`config.mk`:
```
export PLATFORM = sky130hd
export DESIGN_NAME = mac_pass_unit
export DESIGN_NICKNAME = d
export VERILOG_FILES = /design/src/rtl/mac_pass_unit.sv
export SDC_FILE = /design/constraint.sdc
export NUM_CORES = 2
export LEC_CHECK = 0
export BUFFER_PORTS_ARGS = -buffer_cell sky130_fd_sc_hd__buf_2
export CAP_MARGIN = 30
export CORE_MARGIN = 2
export CORE_UTILIZATION = 35
export DETAILED_ROUTE_END_ITERATION = 12
export GPL_TIMING_DRIVEN = 0
export SLEW_MARGIN = 10
export SYNTH_ARGS = -nofsm -noshare
export SYNTH_HDL_FRONTEND = slang
export SYNTH_SLANG_ARGS = --single-unit
```
`constraint.sdc`:
```
create_clock -name clk -period 11 [get_ports clk]
set_clock_uncertainty 0.05 [all_clocks]
set_input_delay 1.65 -clock clk [delete_from_list [all_inputs] [get_ports clk]]
set_output_delay 1.65 -clock clk [all_outputs]
set_load 0.01 [all_outputs]
```
`src/rtl/mac_pass_unit.sv`:
```
module mac_pass_unit #(
  parameter int DW = 32
) (
  input  logic          clk,
  input  logic          rst_n,
  input  logic          iss_valid,
  input  logic [1:0]    iss_op,
  input  logic          iss_signed,
  input  logic [DW-1:0] iss_a,
  input  logic [DW-1:0] iss_b,
  output logic          stall,
  output logic          res_valid,
  output logic [DW-1:0] res_data,
  output logic [DW-1:0] acc_hi,
  output logic [DW-1:0] acc_lo,
  input  logic          hl_we,
  input  logic [DW-1:0] hl_wr_hi,
  input  logic [DW-1:0] hl_wr_lo
);
  localparam int HW = DW / 2;
  localparam int PW = DW + HW + 2;
  localparam int AW = 2 * DW;
  localparam logic [1:0] OP_MULT = 2'd0, OP_MADD = 2'd1, OP_MSUB = 2'd2, OP_MUL = 2'd3;

  logic                 accept, b_short, done;
  logic signed [DW:0]   a_ext;
  logic signed [HW:0]   b_lo_ext, b_hi_ext;
  logic signed [PW-1:0] pp_first, pp_second;
  logic [AW-1:0]        first_ext, second_sh;

  logic                 x_valid, x_two;
  logic [1:0]           x_op;
  logic signed [DW:0]   x_a;
  logic signed [HW:0]   x_bh;
  logic [AW-1:0]        x_prod;

  logic                 m_valid;
  logic [DW-1:0]        m_data;
  logic [AW-1:0]        hilo;

  assign stall  = x_valid & x_two;
  assign accept = iss_valid & ~stall;
  assign done   = x_valid & ~x_two;

  assign b_short = iss_signed ? (&iss_b[DW-1:HW-1] | ~|iss_b[DW-1:HW-1])
                              : ~|iss_b[DW-1:HW];

  assign a_ext    = {iss_signed & iss_a[DW-1], iss_a};
  assign b_lo_ext = {iss_signed & b_short & iss_b[HW-1], iss_b[HW-1:0]};
  assign b_hi_ext = {iss_signed & iss_b[DW-1], iss_b[DW-1:HW]};

  assign pp_first  = a_ext * b_lo_ext;
  assign pp_second = x_a * x_bh;
  assign first_ext = {{(AW-PW){pp_first[PW-1]}}, pp_first};
  assign second_sh = {{(AW-PW){pp_second[PW-1]}}, pp_second} << HW;

  always_ff @(posedge clk) begin
    if (!rst_n) begin
      x_valid <= 1'b0;
      x_two   <= 1'b0;
      x_op    <= OP_MULT;
      x_a     <= '0;
      x_bh    <= '0;
      x_prod  <= '0;
    end else if (stall) begin
      x_two  <= 1'b0;
      x_prod <= x_prod + second_sh;
    end else begin
      x_valid <= accept;
      x_two   <= accept & ~b_short;
      x_op    <= iss_op;
      x_a     <= a_ext;
      x_bh    <= b_hi_ext;
      x_prod  <= first_ext;
    end
  end

  always_ff @(posedge clk) begin
    if (!rst_n) begin
      hilo      <= '0;
      m_valid   <= 1'b0;
      m_data    <= '0;
      res_valid <= 1'b0;
      res_data  <= '0;
    end else begin
      if (done && x_op != OP_MUL) begin
        case (x_op)
          OP_MADD: hilo <= hilo + x_prod;
          OP_MSUB: hilo <= hilo - x_prod;
          default: hilo <= x_prod;
        endcase
      end else if (hl_we) begin
        hilo <= {hl_wr_hi, hl_wr_lo};
      end
      m_valid   <= done && x_op == OP_MUL;
      m_data    <= x_prod[DW-1:0];
      res_valid <= m_valid;
      res_data  <= m_data;
    end
  end

  assign acc_hi = hilo[AW-1:DW];
  assign acc_lo = hilo[DW-1:0];
endmodule


```
# Word-level counts from Yosys, hierarchy flattened

Cells that the tools add are included.
Widths: inputs -> output; s select.

Register bits after elaboration: 248
Word-level logic and storage cells: 47

Add/sub/neg operators: 3
Multipliers: 2
Equality and inequality tests: 4
Muxes and demuxes: 5
Bitwise gates (word level): 13
Reduce and logical (&&, ||, !) cells: 9

Operators by type and width:

| kind               | number |
|---|---|
| $mux 64            | 3 |
| $add 64x64->64     | 2 |
| $pmux 64 s2        | 1 |
| $sub 64x64->64     | 1 |
| $mul 33x17->50     | 1 |
| $mul 33x17->48     | 1 |
| $reduce_and 17->1  | 1 |
| $reduce_or 17->1   | 1 |
| $reduce_or 16->1   | 1 |
| $and 1x1->1        | 8 |
| $eq 2x2->1 const B | 2 |
| $not 1->1          | 4 |
| $eq 2x1->1 const B | 1 |
| $logic_and 1x1->1  | 2 |
| $logic_not 1->1    | 2 |
| $ne 2x2->1 const B | 1 |
| $reduce_bool 2->1  | 1 |
| $reduce_or 2->1    | 1 |
| $mux 1             | 1 |
| $or 1x1->1         | 1 |

# Logic depth before layout (Yosys ltp)

Depth after elaboration: 8
Depth in mapped cells: 39

# Worst setup path before layout

No wires, ideal clock.

Kind: reg-to-reg
Start point: register x_a[11]
End point: register x_prod[62]
Setup time: 133 ps
Arrival: 8119 ps
Required time: 10817 ps
Setup slack: 2698 ps
Cell stages (with the launch flop): 33
Cell sequence: dfxtp_1 > clkbuf_1 > clkbuf_1 > nand2_1 > fa_1 > fa_1 > fa_1 > inv_1 > fa_1 > fa_1 > inv_1 > fa_1 > inv_1 > ha_1 > a2111o_1 > a211oi_1 > o21ai_1 > a311o_1 > a21boi_0 > o21bai_1 > a21oi_1 > xnor2_1 > ha_1 > clkbuf_1 > a21o_1 > a21oi_1 > and3_1 > a221o_1 > o21ai_0 > a21o_1 > a311oi_1 > xor2_1 > o21ai_0

Cells in the longest elaborated chain, start to end: 3

RTL lines:

| what                   | line | RTL |
|---|---|---|
| from (decl)            | 33   | `logic signed [DW:0] x_a;` |
| from (signal assigned) | 72   | `x_a <= a_ext;` |
| $mul 33x17->48         | 53   | `assign pp_second = x_a * x_bh;` |
| $add 64x64->64         | 67   | `x_prod <= x_prod + second_sh;` |
| $mux 64                | 65   | `end else if (stall) begin` |
| to (signal assigned)   | 67   |  |
| to (signal assigned)   | 74   | `x_prod <= first_ext;` |
| to (decl)              | 35   | `logic [AW-1:0] x_prod;` |

Every way passes these cells.
A chain may end at the register's enable or synchronous reset.

# Final worst setup path

Start point: register x_bh[10]
End point: register x_prod[62]

Cells in the longest elaborated chain, start to end: 3

RTL lines:

| what                   | line | RTL |
|---|---|---|
| from (decl)            | 34   | `logic signed [HW:0] x_bh;` |
| from (signal assigned) | 73   | `x_bh <= b_hi_ext;` |
| $mul 33x17->48         | 53   |  |
| $add 64x64->64         | 67   |  |
| $mux 64                | 65   |  |

Every way passes these cells.

==> results.json <==
{
  "status": "finished, final reports clean",
  "fin_setup_tns_ns": 0,
  "min_from": "m_data[27]",
  "synth_top_cell_area_share": 0.389,
  "grt_pass1_vias": 47300,
  "yosysUniqueCellTypes": 74,
  "vias_per_cell": 5.17,
  "die_x_um": 399,
  "crit_type": "register to register",
  "startpoint_type": "register",
  "die-area_um2": 159000,
  "clk_pin_slew_ns": 0.06,
  "min_period_over_period": 0.926,
  "tightest_slew_ns": 1.05,
  "cts_buffers": 30,
  "crit_slowest_cell": "clkbuf_1",
  "max_freq_ghz": 0.0982,
  "dr.pass1.iters": 6,
  "reg2reg_depth": 38,
  "cts-htree-levels": 1,
  "cp_data_arrival_time_ns": 10.61,
  "ys.flop_type": "dfxtp_1",
  "cts_resized": 0,
  "regToRegSetupSlack_ns": 0.82,
  "ys_seq_area_frac": 0.0911,
  "yosys.area.top_type": "fa_1",
  "drt_iter0_drc": 3685,
  "worst-path-max-fanout": 10,
  "wl_per_cell_um": 22.2,
  "synth_seq_cells": 248,
  "cts_buffer_depth": 3,
  "ys.warnings.count": 0,
  "slowest_delay_ns": 0.65,
  "setup_viol": 0,
  "port_buffers": 229,
  "ant_nets": 0,
  "slew_headroom": 0.299,
  "coreArea_um2": 154000,
  "dieHeight_um": 399,
  "rsz0062_at_grt": "no",
  "crit_family": "adder cells",
  "hold_path.class": "register to register",
  "hold_buffers": 0,
  "ios": 233,
  "report.final.slew_viol_count": 0,
  "root_buffer": "clkbuf_16",
  "dr_total_vias": 45300,
  "path_buf_inv": 8,
  "ys_top_cells_by_area": "fa_1, dfxtp_1, inv_1",
  "period_needed_ns": 10.18,
  "drc_errors": 0,
  "drv_cap": 0,
  "critPathMostFrequentCell": "fa_1",
  "overflow": 0,
  "hold_end": "res_data[27]",
  "netlist_area_um2": 54500,
  "cts_tree": "built",
  "drive_gt1_frac": 0.0487,
  "antenna_found_initial": 33,
  "initial_core_util": 0.353,
  "synthesis.instances": 6406,
  "area_growth_pct": 9.01,
  "syn_nets": 7949,
  "r2r-start": "x_bh[10]",
  "crit_required_ns": 11.43,
  "grt.total_usage": 0.246,
  "rows": 144,
  "clock-sinks": 248,
  "routabilityCongestion": 0.970,
  "hold_depth": 1,
  "synth-edff-count": 0,
  "postCtsSetupBuffers": 0,
  "syn_area_per_cell_um2": 8.51,
  "grt_max_degree": 17,
  "synthArstFlopShare": 0,
  "rr_endpoint": "x_prod[62]",
  "nets": 8221,
  "grt_first_pass_wirelength_um": 295000,
  "clkLatencyLatePin_ns": 0.62,
  "routed_wl_um": 194000,
  "crit_path_end_kind": "register",
  "fillCellCount": 15700,
  "hpwl_um": 165000,
  "finalHoldViolCount": 0
}
-- logic make-up after synthesis --
group,Yosys count,share of synthesized area
and+or+nand+nor,1986,0.175
buffers and inverters,1527,0.105
adders and majority gates,1408,0.469
AOI/OAI and AO/OA,910,0.106
xor gates and xnor gates,266,0.0427
DFF,248,0.0911
muxes,61,0.0113
-- layer usage --
metal  share of wire  global-route usage
met4           0.032              0.0660
met3           0.092              0.0550
met1            0.44               0.339
met5         0.00064                   0
met2            0.44               0.387
-- flip-flops by register name, summed over array words and instances, names as in the netlist --
name       flops
x_a           33
m_valid        1
res_data      32
x_op           2
x_prod        64
x_bh          17
x_valid        1
res_valid      1
x_two          1
hilo          64
m_data        32
-- worst max-delay path by stage --
stage	startpoint	end	slack (ns)	cells after the start
2_1_floorplan	x_a[11]	x_prod[62]	2.70	32
3_3_place_gp	iss_b[15]	x_prod[60]	0.66	27
3_5_place_dp	iss_b[15]	x_prod[60]	0.63	27
4_1_cts	x_bh[10]	x_prod[62]	0.99	38
5_1_grt	x_bh[9]	x_prod[62]	0.31	38
6_report	x_bh[10]	x_prod[62]	0.82	38
-- placed cells by master, fill, tap and decap left out, drive strengths merged, types with 41 or more instances in the layout --
cell type and n:
clkbuf 359, o21ai 151, nand2 902, and2 516, xor2 58, and3 42
xnor2 208, fa 1060, nor2 264, a21oi 321, nor3 41, inv 1197
a21o 102, dfxtp 248, mux2i 56, nand3 44, ha 348, buf 251
a211oi 106
-- through the flow --
| stage | cell area (µm²) | setup WS (ns) | utilization | hold WS, ns | instances |
|---|---|---|---|---|---|
| finish | 59400 | 0.819 | 0.385 | 0.383 | 8763 |
| CTS | 59300 | 0.986 | 0.384 | 0.384 | 8737 |
| global route | 59400 | 0.307 | 0.385 | 0.399 | 8756 |
| global placement | 58200 | 0.663 | 0.377 | 0.371 | 8679 |
| floorplan | 54500 | 2.70 | - | 0.362 | 6406 |
| detailed placement | 58300 | 0.625 | 0.377 | 0.370 | 8684 |
-- synthesized netlist by cell type, types with 34 or more instances --
cell,count
dfxtp_1,248
mux2i_1,56
inv_1,1195
nor2_1,264
a21oi_1,321
fa_1,1060
nand2_1,901
o21bai_1,38
a211oi_1,106
a21o_1,102
nand3_1,44
o21ai_0,143
nor3_1,41
a31oi_1,38
xor2_1,58
clkbuf_1,319
ha_1,348
and3_1,42
xnor2_1,208
and2_1,516
nand4_1,34
-- cell type report --
| class | instances | area [µm²] | area share |
|---|---|---|---|
| Multi-Input combinational cell | 4631 | 43800 | 0.737 |
| Sequential cell | 248 | 4960 | 0.0836 |
| Inverter | 1196 | 4490 | 0.0756 |
| Tap cell | 2044 | 2560 | 0.0430 |
| Timing Repair Buffer | 240 | 1280 | 0.0215 |
| Buffer | 331 | 1250 | 0.0211 |
| Clock buffer | 40 | 818 | 0.0138 |
| Clock inverter | 13 | 204 | 0.00343 |
| Antenna cell | 20 | 50.0 | 0.000842 |
Power is left out: the tool's default activity adds up to more than one toggle a clock period on the data nets, which glitch-free logic cannot reach.
